**config.mk**
```make
export PLATFORM = sky130hd
export DESIGN_NAME = spm_fetch_arb
export DESIGN_NICKNAME = d
export VERILOG_FILES = /design/src/rtl/sfa_pkg.sv /design/src/rtl/sfa_fifo.sv /design/src/rtl/sfa_jtbuf.sv /design/src/rtl/spm_fetch_arb.sv
export SDC_FILE = /design/constraint.sdc
export NUM_CORES = 1
export LEC_CHECK = 0
export ABC_AREA = 1
export BUFFER_PORTS_ARGS = -buffer_cell sky130_fd_sc_hd__buf_2
export CAP_MARGIN = 20
export CORE_ASPECT_RATIO = 0.75
export CORE_MARGIN = 2
export CORE_UTILIZATION = 46
export DETAILED_ROUTE_END_ITERATION = 8
export PLACE_DENSITY = 0.76
export SYNTH_ARGS = -nofsm -noshare
export SYNTH_HDL_FRONTEND = slang
export SYNTH_SLANG_ARGS = --single-unit
```
**constraint.sdc**
```tcl
create_clock -name clk -period 4.5 [get_ports clk]
set_input_delay 0.675 -clock clk [delete_from_list [all_inputs] [get_ports clk]]
set_output_delay 0.675 -clock clk [all_outputs]
set_load 0.01 [all_outputs]
```
**src/rtl/sfa_pkg.sv**
```systemverilog
package sfa_pkg;
    typedef enum logic [1:0] {
        RSP_NONE = 2'd0,
        RSP_DATA = 2'd1,
        RSP_SEQ  = 2'd2,
        RSP_JMP  = 2'd3
    } rsp_kind_e;
endpackage

```
**src/rtl/sfa_fifo.sv**
```systemverilog
module sfa_fifo #(
    parameter int DATA_W = 16,
    parameter int ADDR_W = 14,
    parameter int DEPTH  = 4
) (
    input  logic                         clk,
    input  logic                         rst_n,
    input  logic                         flush,
    input  logic                         push,
    input  logic [DATA_W-1:0]            push_word,
    input  logic [ADDR_W-1:0]            push_addr,
    input  logic                         pop,
    output logic [$clog2(DEPTH+1)-1:0]   count,
    output logic [DATA_W-1:0]            head_word,
    output logic [ADDR_W-1:0]            head_addr
);
    localparam int PW = $clog2(DEPTH);
    localparam int CW = $clog2(DEPTH+1);

    typedef struct packed {
        logic [DEPTH-1:0][DATA_W-1:0] word;
        logic [DEPTH-1:0][ADDR_W-1:0] addr;
        logic [PW-1:0]                rd;
        logic [PW-1:0]                wr;
        logic [CW-1:0]                cnt;
    } fifo_st_t;

    fifo_st_t st_d, st_q;

    always_comb begin
        st_d = st_q;
        if (flush) begin
            st_d.rd  = '0;
            st_d.wr  = '0;
            st_d.cnt = '0;
        end else if (pop) begin
            st_d.rd  = st_q.rd + 1'b1;
            st_d.cnt = st_q.cnt - 1'b1;
        end
        if (push) begin
            st_d.word[st_d.wr] = push_word;
            st_d.addr[st_d.wr] = push_addr;
            st_d.wr            = st_d.wr + 1'b1;
            st_d.cnt           = st_d.cnt + 1'b1;
        end
    end

    always_ff @(posedge clk) begin
        if (!rst_n) st_q <= '0;
        else        st_q <= st_d;
    end

    assign count     = st_q.cnt;
    assign head_word = st_q.word[st_q.rd];
    assign head_addr = st_q.addr[st_q.rd];
endmodule

```
**src/rtl/sfa_jtbuf.sv**
```systemverilog
module sfa_jtbuf #(
    parameter int DATA_W = 16,
    parameter int ADDR_W = 14
) (
    input  logic              clk,
    input  logic              rst_n,
    input  logic              load,
    input  logic [DATA_W-1:0] load_word,
    input  logic [ADDR_W-1:0] load_tag,
    input  logic              clear,
    output logic              held,
    output logic [DATA_W-1:0] word,
    output logic [ADDR_W-1:0] tag
);
    typedef struct packed {
        logic              held;
        logic [DATA_W-1:0] word;
        logic [ADDR_W-1:0] tag;
    } jt_st_t;

    jt_st_t st_d, st_q;

    always_comb begin
        st_d = st_q;
        if (clear) st_d.held = 1'b0;
        if (load) begin
            st_d.held = 1'b1;
            st_d.word = load_word;
            st_d.tag  = load_tag;
        end
    end

    always_ff @(posedge clk) begin
        if (!rst_n) st_q <= '0;
        else        st_q <= st_d;
    end

    assign held = st_q.held;
    assign word = st_q.word;
    assign tag  = st_q.tag;
endmodule

```
**src/rtl/spm_fetch_arb.sv**
```systemverilog
module spm_fetch_arb
    import sfa_pkg::*;
#(
    parameter int ADDR_W      = 14,
    parameter int DATA_W      = 16,
    parameter int FIFO_DEPTH  = 4,
    parameter int JT_MIN_FILL = 2
) (
    input  logic              clk,
    input  logic              rst_n,
    input  logic              dreq_valid,
    input  logic              dreq_we,
    input  logic [ADDR_W-1:0] dreq_addr,
    input  logic [DATA_W-1:0] dreq_wdata,
    output logic              dreq_ready,
    output logic              drsp_valid,
    output logic [DATA_W-1:0] drsp_data,
    output logic              ins_valid,
    output logic [DATA_W-1:0] ins_word,
    output logic [ADDR_W-1:0] ins_addr,
    input  logic              ins_take,
    input  logic              jmp_hint_valid,
    input  logic [ADDR_W-1:0] jmp_hint_addr,
    input  logic              redir_valid,
    input  logic [ADDR_W-1:0] redir_addr,
    output logic              mem_en,
    output logic              mem_we,
    output logic [ADDR_W-1:0] mem_addr,
    output logic [DATA_W-1:0] mem_wdata,
    input  logic [DATA_W-1:0] mem_rdata
);
    localparam int CW = $clog2(FIFO_DEPTH+1);

    typedef struct packed {
        logic [ADDR_W-1:0] pc;
        rsp_kind_e         rsp_kind;
        logic [ADDR_W-1:0] rsp_addr;
        logic              hint_pend;
        logic [ADDR_W-1:0] hint_addr;
    } arb_st_t;

    arb_st_t st_d, st_q;

    logic [CW-1:0]     q_cnt;
    logic [DATA_W-1:0] q_head_word;
    logic [ADDR_W-1:0] q_head_addr;
    logic              jt_held;
    logic [DATA_W-1:0] jt_word;
    logic [ADDR_W-1:0] jt_tag;

    logic              jt_hit;
    logic              port_free;
    logic              issue_jmp;
    logic              issue_seq;
    logic              q_push;
    logic [DATA_W-1:0] q_push_word;
    logic [ADDR_W-1:0] q_push_addr;
    logic              q_pop;
    logic              jt_load;
    logic [CW:0]       q_committed;

    always_comb begin
        jt_hit      = redir_valid && jt_held && (jt_tag == redir_addr);
        port_free   = !dreq_valid && !redir_valid;
        q_committed = {1'b0, q_cnt} + {{CW{1'b0}}, (st_q.rsp_kind == RSP_SEQ)};
        issue_jmp   = port_free && st_q.hint_pend && (q_cnt >= CW'(JT_MIN_FILL));
        issue_seq   = port_free && !issue_jmp && (q_committed < (CW+1)'(FIFO_DEPTH));

        mem_en    = dreq_valid || issue_jmp || issue_seq;
        mem_we    = dreq_valid && dreq_we;
        mem_wdata = dreq_wdata;
        if (dreq_valid)     mem_addr = dreq_addr;
        else if (issue_jmp) mem_addr = st_q.hint_addr;
        else                mem_addr = st_q.pc;

        q_push      = 1'b0;
        q_push_word = mem_rdata;
        q_push_addr = st_q.rsp_addr;
        if (jt_hit) begin
            q_push      = 1'b1;
            q_push_word = jt_word;
            q_push_addr = jt_tag;
        end else if (!redir_valid && st_q.rsp_kind == RSP_SEQ) begin
            q_push = 1'b1;
        end
        q_pop   = ins_take && (q_cnt != '0) && !redir_valid;
        jt_load = !redir_valid && (st_q.rsp_kind == RSP_JMP);

        st_d = st_q;
        if (dreq_valid)     st_d.rsp_kind = dreq_we ? RSP_NONE : RSP_DATA;
        else if (issue_jmp) st_d.rsp_kind = RSP_JMP;
        else if (issue_seq) st_d.rsp_kind = RSP_SEQ;
        else                st_d.rsp_kind = RSP_NONE;
        st_d.rsp_addr = mem_addr;

        if (redir_valid)    st_d.pc = jt_hit ? redir_addr + ADDR_W'(1) : redir_addr;
        else if (issue_seq) st_d.pc = st_q.pc + ADDR_W'(1);

        if (redir_valid || issue_jmp) st_d.hint_pend = 1'b0;
        if (jmp_hint_valid) begin
            st_d.hint_pend = 1'b1;
            st_d.hint_addr = jmp_hint_addr;
        end
    end

    always_ff @(posedge clk) begin
        if (!rst_n) begin
            st_q          <= '0;
            st_q.rsp_kind <= RSP_NONE;
        end else begin
            st_q <= st_d;
        end
    end

    sfa_fifo #(.DATA_W(DATA_W), .ADDR_W(ADDR_W), .DEPTH(FIFO_DEPTH)) u_fifo (
        .clk       (clk),
        .rst_n     (rst_n),
        .flush     (redir_valid),
        .push      (q_push),
        .push_word (q_push_word),
        .push_addr (q_push_addr),
        .pop       (q_pop),
        .count     (q_cnt),
        .head_word (q_head_word),
        .head_addr (q_head_addr)
    );

    sfa_jtbuf #(.DATA_W(DATA_W), .ADDR_W(ADDR_W)) u_jt (
        .clk       (clk),
        .rst_n     (rst_n),
        .load      (jt_load),
        .load_word (mem_rdata),
        .load_tag  (st_q.rsp_addr),
        .clear     (jt_hit),
        .held      (jt_held),
        .word      (jt_word),
        .tag       (jt_tag)
    );

    assign dreq_ready = dreq_valid;
    assign drsp_valid = (st_q.rsp_kind == RSP_DATA);
    assign drsp_data  = mem_rdata;
    assign ins_valid  = (q_cnt != '0);
    assign ins_word   = q_head_word;
    assign ins_addr   = q_head_addr;
endmodule


```
======== Word level (Yosys, flattened, before mapping) ========
Index checks and enable logic that the tools add are counted.
operators by class
  add/sub/neg operators ................... 7
  $lt $le $gt $ge ......................... 5
  equal/unequal tests ..................... 4
  muxes and demuxes ....................... 31
  bitwise gates (word level) .............. 1
  reduce and logical (&&, ||, !) cells .... 24
operators by type and width
  kind                     number
  $mux W14                 8
  $bwmux W64               1
  $bwmux W56               1
  $mux W16                 3
  $bmux W16 S2             1
  $demux W16 S2            1
  $mux W31                 1
  $add A14 B1 Y14 const B  2
  $bmux W14 S2             1
  $demux W14 S2            1
  $mux W15                 1
  $eq A14 B14 Y1           1
  $logic_and A1 B1 Y1      13
  $mux W2                  4
  $lt A2 B3 Y1 const B     2
  $mux W3                  2
  $reduce_bool A2 Y1       3
  $mux W1                  5
  $mux W5                  1
  $add A2 B1 Y2 const B    2
  $add A3 B1 Y4            1
  $eq A2 B2 Y1 const B     2
  $lt A4 B3 Y1 const B     1
  $add A3 B1 Y3 const B    1
  9 further kinds          13
word-level totals
  register bits ........................... 203
  input port bits ......................... 81
  output and inout bits ................... 81
  logic and storage cells ................. 91

======== Longest topological paths before layout ========
Gate-level depths: netlist of run 1.
  word-level depth ........................ 10
  depth in mapped cells ................... 15
  mapped depth without buffers ............ 13

======== By module ========
A second synthesis of run 1 with hierarchy kept.
second synthesis, totals
  cell total of the unflattened synthesis .. 1,513
  area total of the unflattened synthesis .. 10,178.5 µm²
modules (own cells, without submodules)
  module         times used  cells each  area an instance (µm²)  sequential area each (µm²)
  sfa_fifo       1           759         5,418.9                 2,542.4
  spm_fetch_arb  1           619         3,595.9                 900.9
  sfa_jtbuf      1           135         1,163.6                 620.6

======== Least setup slack after synthesis of run 1 ========
OpenSTA, ideal clock, no wires.
  path kind ............................... input to output
  from .................................... input dreq_valid
  to ...................................... output mem_addr[0]
  arrival time ............................ 1.837 ns
  data required time ...................... 3.825 ns
  path slack .............................. 1.988 ns
  stages .................................. 9
  path buffers ............................ 3
  cell sequence ........................... buf_2 inv_1 nand4_1 nand2_1 clkbuf_1 inv_1 nand2_1 nand3_1 buf_4
RTL lines
  what         line                 text
  from (decl)  spm_fetch_arb.sv:11  input logic dreq_valid,
  to (decl)    spm_fetch_arb.sv:28  output logic [ADDR_W-1:0] mem_addr,

======== Worst setup path after layout of run 1 ========
  from .................................... input redir_valid
  to ...................................... output mem_addr[2]
on the way
  longest elaborated chain between the ends .. 6
RTL lines
  what                              line                 text
  from (decl)                       spm_fetch_arb.sv:24  input logic redir_valid,
  $logic_not A1 Y1                  spm_fetch_arb.sv:64  port_free = !dreq_valid && !redir_valid;
  $logic_and A1 B1 Y1               spm_fetch_arb.sv:64
  $logic_and A1 B1 Y1 (2 in a row)  spm_fetch_arb.sv:66  issue_jmp = port_free && st_q.hint_pend && (q_cnt >= CW'(JT_MIN_FILL));
  $mux W14                          spm_fetch_arb.sv:73  else if (issue_jmp) mem_addr = st_q.hint_addr;
  $mux W14                          spm_fetch_arb.sv:72  if (dreq_valid) mem_addr = dreq_addr;
Every way passes these cells.

==> impl_metrics.toml, run 1 <==
[sta]
slew_viol_final = 0
finalSetupTns_ns = 0
setup_viol = 0
setup_slack_ns = 1.136
tightest_slew_ns = 0.8980
fin_crit_sh_pct = 74.76
maxSlewHeadroom_pct = 40.04
hold_viol_final = 0
hold_ws_ns = 0.3909
rsz0062_at_grt = "false"
min_period_ns = 3.364
max_freq_ghz = 0.2972
clock_skew_ns = 0.01057

[grt]
grt.overflow.total = 0
grt_first_pass_wirelength_um = 46400
antenna_found_initial = 0
grt_pass1_vias = 9019
grt_use_total_pct = 24.45
grt_max_degree = 123

[worst_setup_path]
critPathTopFamily = "buffers and inverters"
cp.required_ns = 3.83
crit_path_end_kind = "primary output"
cp.arrival_ns = 2.69
path_max_fanout = 23
worst-path-buf-inv = 4
critical_path_class = "in -> out"
startpoint_type = "primary input"
cpPeakStageDelay_ns = 0.53
critPathSlowestCell = "inv_1"
path_cells = "buf_2 > inv_1 > nand4_1 > nand2_1 > inv_1 > nand2_1 > nand3_1 > buf_2"

[clocking]
cts_buffers = 21
cts_resized = 0
clk_latency_ns = 0.50
cts_tree = "done"
htreeDepth = 1
cts.sinks = 203
post_cts_buffers = 0
clk_path_buf_depth = 3
hold_buffers = 0
root_buffer = "clkbuf_16"
clk_pin_slew_ns = 0.07

[min_path]
hold_path.class = "in -> reg"

[final_layout]
nets = 1631
diodes = 0
n_fill_cell = 2050
design_area_um2 = 11010
syn_to_final_growth_pct = 10.01
layout-drive-gt1-share_pct = 12.43

[floorplan]
row_count = 46
die_h_um = 131.8
boundaryPins = 162
die_x_um = 174.3
die-area_um2 = 22970
core_area_um2 = 21240
initial_core_util_pct = 47.13

[placed_design]
gp_congestion = 0.9645
dp_hpwl_um = 18910
dpl_cell_area_um2 = 10300
io_buffers = 129
dp_slack_ns = 1.287

[synthesis]
yosysTopAreaCell = "dfxtp_1"
ys_ff_latch = 203
syn_nets = 1602
synth_warnings = 0
synth_area_um2 = 10010
synth_commonest_cells = "434 x nand2_1, 236 x nor2_1, 203 x dfxtp_1"
synthArstFlopShare_pct = 0
synthTopCellsByArea = "dfxtp_1 41%, nand2_1 16%, nor2_1 8.9%, o21ai_0 7.2%, a21oi_1 5.8%"
yosys.area_share.simple_pct = 28.96
synth-main-ff-cell = "dfxtp_1"
synth-edff-count = 0
synth_top_family_by_area = "simple AND/OR/NAND/NOR gates"
synth.area.mux_share_pct = 0
avgSynthCellArea_um2 = 6.620
ys_seq_area_share_pct = 40.60
yosysMostFrequentCell = "nand2_1"
synth-xor-area-share_pct = 0.4375
synth_fa_ha_area_share_pct = 1.125
synth_top_area_share_pct = 40.60
yosysUniqueCellTypes = 31
synth-compound-area-share_pct = 16.94
syn_inst = 1512

[power_and_ir_drop]
leakagePower_uw = 0.004757
power_switching_uw = 970.1
pwr-share-comb_pct = 8.4
p_int_uw = 2982
ir_drop_v = 0.0002097
total_power_uw = 3952
p_sw_share_pct = 24.55
p_clk_share_pct = 44.5
seq_power_share_pct = 47.2
p_per_area_nw_per_um2 = 358.9

[detailed_routing]
via_per_inst = 5.387
wl_um = 28450
vias = 9917
detail-route-antenna-nets = 0
dr.pass1.iters = 5
route.detailed.drc = 0
drt-initial-drc-count = 1151
wl_per_cell_um = 15.45

[outcome]
status = "completed"

[job]
maxCapViolCount = 0
[logic make-up (layout without fill, tap and decap cells)]
family                   count (synthesis)  after routing
AND/OR/NAND/NOR                        737            737
AO/OA/AOI/OAI                          323            323
buffers and inverters                  235            276
flip-flops                             203            203
adder cells (fa/ha/maj)                  9              9
XOR/XNOR                                 5              5
[final timing paths]
check                        startpoint                            to  slack [ns]  cells after the start
max                         redir_valid                   mem_addr[2]        1.14                      8
min                    jmp_hint_addr[5]          st_q[5]$_SDFFE_PN0P_        0.39                      3
max reg2reg    u_jt.tag[2]$_SDFFE_PN0P_  u_fifo.st_q[35]$_SDFFE_PN0P_        1.68                     12
min reg2reg  u_jt.word[11]$_SDFFE_PN0P_    u_jt.word[11]$_SDFFE_PN0P_        0.45                      2
[flip-flops by register name, summed over array words and instances (netlist names)]
register	flops
st_q	45
u_fifo.count	3
u_fifo.st_q	124
u_jt.held	1
u_jt.tag	14
u_jt.word	16
[cells in the final DEF (no fill, tap or decap), types with 3 or more instances in the layout]
master and n:
buf_2 128, o21ai_1 17, clkbuf_1 4, a31oi_1 3, inv_2 6, o211ai_1 10
o21ai_0 143, o22ai_1 30, nor2_1 236, nand4_1 10, nand3_1 41, clkbuf_8 4
clkbuf_16 21, clkinv_2 5, buf_4 12, dfxtp_1 202, nand2_4 3, inv_1 88
a21oi_1 116, xor2_1 5, ha_1 9, nor3_1 6, nand2_1 434
[layer usage]
layer	share of wire [%]	vias to the layer above	track usage, %	routed length (um)
met5	0	-	0	0
met2	44	416	37.46	12380
li1	-	4855	-	-
met1	45	4601	35.15	12880
met3	9.1	45	4.844	2580
met4	2.2	0	6.396	614
[through the flow]
step / util, % / instances
finish: 51.85 / 1841
CTS: 51.72 / 1840
floorplan: - / 1512
detailed placement: 48.51 / 1805
global route: 51.85 / 1841
global placement: 48.51 / 1805
[area by class of cell]
| type | count | area (um2) | area share, % |
|---|---|---|---|
| Timing Repair Buffer | 142 | 778.2 | 7.067 |
| Tap cell | 288 | 360.3 | 3.272 |
| Sequential cell | 203 | 4065 | 36.92 |
| Clock buffer | 29 | 595.6 | 5.408 |
| Inverter | 99 | 375.4 | 3.409 |
| Clock inverter | 6 | 86.33 | 0.7840 |
| Multi-Input combinational cell | 1074 | 4751 | 43.14 |
[worst min-delay path: stages]
cell and delay [ns]:
buf_2 0.07, nor2_1 0.03, nor2_1 0.08
[power by group through the flow]
stage	logic (uW)	clock network, uW	registers (uW)
final	331	1760	1860
after global routing	367	1850	1870
after CTS	324	1770	1860
after detailed placement	322	0	1900
after global placement	319	0	1900
after floorplan	239	0	1890
Power figures use the tool's default switching activity.
==> run 2: changes to the inputs <==
Clock period 4.5 ns to 3.2 ns, I/O delays scaled along.
==> impl_metrics.toml, run 2 (same netlist as run 1, synthesis figures left out) <==
[outcome]
status = "completed"

[final_layout]
n_fill_cell = 2122
syn_to_final_growth_pct = 11.66
diodes = 0
layout-drive-gt1-share_pct = 13.16
mostFrequentLayoutCell = "nand2_1"
top_register = "u_fifo.st_q"
final_cell_mix = "434 x nand2_1, 236 x nor2_1, 202 x dfxtp_1"
nets = 1642
seqCellArea_um2 = 4065
largest_reg_flops = 124
post-route-util_pct = 52.63
multi_input_comb_area_um2 = 4751

[worst_setup_path]
r2r_cells = 15
path_max_fanout = 11
crit_path_end_kind = "primary output"
cp.required_ns = 2.72
critical_path_class = "in -> out"
startpoint_type = "primary input"
cp.arrival_ns = 2.22

[sta]
finalSetupTns_ns = 0
slew_viol_final = 0
maxSlewHeadroom_pct = 47.30
hold_viol_final = 0
tightest_slew_ns = 0.7897
clock_skew_ns = 0.01089
rsz0062_at_grt = "false"
hold_ws_ns = 0.2063
max_freq_ghz = 0.3703
setup_slack_ns = 0.4991
min_period_ns = 2.701
fin_crit_sh_pct = 84.40
setup_viol = 0

[detailed_routing]
via_per_inst = 5.339
vias = 9894
wl_per_cell_um = 15.59
detail-route-antenna-nets = 0
drt-initial-drc-count = 1049
dr.pass1.iters = 5
wl_um = 28900
route.detailed.drc = 0

[floorplan]
die_x_um = 174.3
boundaryPins = 162
core_area_um2 = 21240
die_h_um = 131.8
initial_core_util_pct = 47.13
row_count = 46
die-area_um2 = 22970

[clocking]
cts_tree = "done"
cts.sinks = 203
clk_path_buf_depth = 3
root_buffer = "clkbuf_16"
post_cts_buffers = 0
cts_resized = 0
clk_latency_ns = 0.50
cts_buffers = 20
htreeDepth = 1
clk_pin_slew_ns = 0.07
hold_buffers = 0

[placed_design]
gp_congestion = 0.9543
dp_hpwl_um = 19460
io_buffers = 129
dp_slack_ns = 0.4868

[power_and_ir_drop]
leakagePower_uw = 0.004844
p_per_area_nw_per_um2 = 502.1
total_power_uw = 5612
ir_drop_v = 0.0002927

[job]
maxCapViolCount = 0

[min_path]
min_path_cells = 3
hold_path.class = "in -> reg"

[grt]
grt_max_degree = 123
antenna_found_initial = 0
grt_pass1_vias = 8697
grt_use_total_pct = 24.26
grt_first_pass_wirelength_um = 45920
grt.overflow.total = 0
-- run 2: final timing paths --
path,start,to,slack [ns]
worst max register to register,u_jt.tag[5]$_SDFFE_PN0P_,u_fifo.st_q[24]$_SDFFE_PN0P_,0.96
worst max-delay path,redir_valid,mem_addr[10],0.50
worst min register to register,u_jt.word[14]$_SDFFE_PN0P_,u_jt.word[14]$_SDFFE_PN0P_,0.46
worst min-delay path,jmp_hint_addr[5],st_q[5]$_SDFFE_PN0P_,0.21
-- run 2: area by class of cell --
cell class                      count  area share, %
Clock buffer                       28          5.295
Clock inverter                      7         0.9851
Inverter                           99          3.358
Multi-Input combinational cell   1074          42.51
Sequential cell                   203          36.37
Tap cell                          288          3.224
Timing Repair Buffer              154          8.261
-- run 2: metal layers --
layer	vias up	track usage [%]	share of wire [%]
met3	34	3.835	8.2
met2	397	36.44	43
li1	4873	-	-
met1	4590	36.35	48
met4	0	5.556	1.6
met5	-	0	0
-- run 2: stage by stage --
stage | instance area, um2 | instances
final | 11180 | 1853
after global routing | 11180 | 1853
after CTS | 11180 | 1853
after detailed placement | 10480 | 1818
after global placement | 10480 | 1818
after floorplan | 10010 | 1512
-- run 2: worst max-delay path, cell delays in order --
cell and delay [ns]:
buf_2 0.20, inv_1 0.30, nand4_1 0.21, nand2_1 0.36
inv_1 0.24, nand2_1 0.12, nand3_1 0.13, buf_2 0.17
-- run 2: report_power, final --
part	total, uW	switching (uW)	internal [uW]	leakage (uW)
Clock	2530	996	1530	0.000349
Sequential	2620	40.6	2580	0.00165
Combinational	466	310	156	0.00285
Total	5610	1350	4270	0.00484
==> run 3: changes to the inputs <==
Settings changed: PLACE_DENSITY 0.76 to 0.79.
Clock period 3.2 ns to 2.2 ns, I/O delays scaled along.
==> impl_metrics.toml, run 3 (same netlist as run 1, synthesis figures left out) <==
[final_layout]
syn_to_final_growth_pct = 14.85
nets = 1680
final_cell_mix = "433 x nand2_1, 236 x nor2_1, 201 x dfxtp_1"
mostFrequentLayoutCell = "nand2_1"
layout-drive-gt1-share_pct = 15.70
top_register = "u_fifo.st_q"
post-route-util_pct = 54.13
diodes = 0
largest_reg_flops = 124
n_fill_cell = 2040

[clocking]
cts.sinks = 203
clk_pin_slew_ns = 0.07
htreeDepth = 1
cts_tree = "done"
clk_path_buf_depth = 3
root_buffer = "clkbuf_16"
clk_latency_ns = 0.49
cts_buffers = 21

[sta]
setup_viol = 0
fin_crit_sh_pct = 97.12
tightest_slew_ns = 0.5528
setup_slack_ns = 0.06339
hold_viol_final = 0
min_period_ns = 2.137
maxSlewHeadroom_pct = 62.81
slew_viol_final = 0
max_freq_ghz = 0.4680
clock_skew_ns = 0.01077

[detailed_routing]
via_per_inst = 5.353
detail-route-antenna-nets = 0
drt-initial-drc-count = 1019
dr.pass1.iters = 5
wl_um = 29470
route.detailed.drc = 0
vias = 10100
wl_per_cell_um = 15.62

[worst_setup_path]
cp.required_ns = 1.87
critical_path_class = "reg -> out"
r2r-start = "u_jt.tag[2]$_SDFFE_PN0P_"
crit_path_start = "u_fifo.st_q[5]$_SDFFE_PP0P_"
startpoint_type = "flip-flop"
cp.arrival_ns = 1.81
crit_path_end_kind = "primary output"
path_max_fanout = 14

[grt]
grt.overflow.total = 0
grt_max_degree = 74
grt_first_pass_wirelength_um = 46780
grt_pass1_vias = 9123
antenna_found_initial = 0
grt_use_total_pct = 24.65

[floorplan]
die_h_um = 131.8
die_x_um = 174.3
core_area_um2 = 21240
row_count = 46
die-area_um2 = 22970
boundaryPins = 162
initial_core_util_pct = 47.13

[min_path]
holdCritStartpoint = "jmp_hint_addr[5]"
hold_path.class = "in -> reg"

[placed_design]
dp_slack_ns = 0.06486
gp_congestion = 0.9452
io_buffers = 129
dp_hpwl_um = 20200

[power_and_ir_drop]
ir_drop_v = 0.0004834
p_per_area_nw_per_um2 = 692.5
leakagePower_uw = 0.005013

[outcome]
status = "completed"

[job]
maxCapViolCount = 0
-- run 3: cell count changes in the layout (fill, tap and decap cells not counted), sizes merged --
cell,change
inv,+1
buf,+36
bufinv,-2
clkinv,-3
clkbuf,+2
-- run 3: cell type report --
type,count,area [um2],share of cell area [%]
Clock buffer,29,595.6,5.181
Timing Repair Buffer,191,1260,10.96
Tap cell,288,360.3,3.135
Multi-Input combinational cell,1074,4796,41.72
Inverter,99,377.9,3.287
Clock inverter,3,40.04,0.3483
Sequential cell,203,4066,35.37
-- run 3: layer usage --
metal	vias up	wire length, um	global-route usage, %
met1	4672	13220	35.25
met4	0	570	5.742
li1	4949	-	-
met5	-	0	0
met3	51	2765	5.017
met2	430	12920	38.23
-- run 3: per-stage QoR --
stage	hold slack [ns]	setup TNS, ns	area, um2	std cells	power [uW]
6_report	0.06238	0	11500	1887	7961
5_1_grt	0.07674	-0.001378	11500	1887	8228
4_1_cts	0.05783	-0.01039	11390	1883	7962
3_5_place_dp	0.4483	0	10740	1850	4592
3_3_place_gp	0.4405	0	10740	1850	4581
2_1_floorplan	0.4297	0	10010	1512	4359
-- run 3: critical path: stages (launching register included) --
cell     delay, ns
dfxtp_2       0.37
inv_4         0.16
buf_4         0.21
nor2_1        0.06
o22ai_1       0.30
buf_2         0.20
-- run 3: what timing repair did --
action	CTS	global route
gates cloned	0	1
gates resized for setup	4	20
endpoints found under the hold margin	0	0
hold buffers	0	0
buffers inserted	1	3
setup endpoints to repair	31	98
pin swaps	1	3
-- run 3: worst paths after layout --
| check | endpoint | slack [ns] | cells after the start |
|---|---|---|---|
| max reg2reg | u_fifo.st_q[41]$_SDFFE_PN0P_ | 0.17 | 9 |
| min | st_q[5]$_SDFFE_PN0P_ | 0.06 | 3 |
| max | ins_addr[1] | 0.06 | 5 |
| min reg2reg | u_jt.word[14]$_SDFFE_PN0P_ | 0.46 | 2 |
-- run 3: power breakdown --
| part | leakage (uW) | total, uW | switching, uW | internal, uW |
|---|---|---|---|---|
| combinational | 0.00305 | 733 | 465 | 268 |
| sequential | 0.00165 | 3810 | 56.7 | 3750 |
| clock | 0.000314 | 3420 | 1430 | 1980 |
| total | 0.00501 | 7960 | 1960 | 6010 |
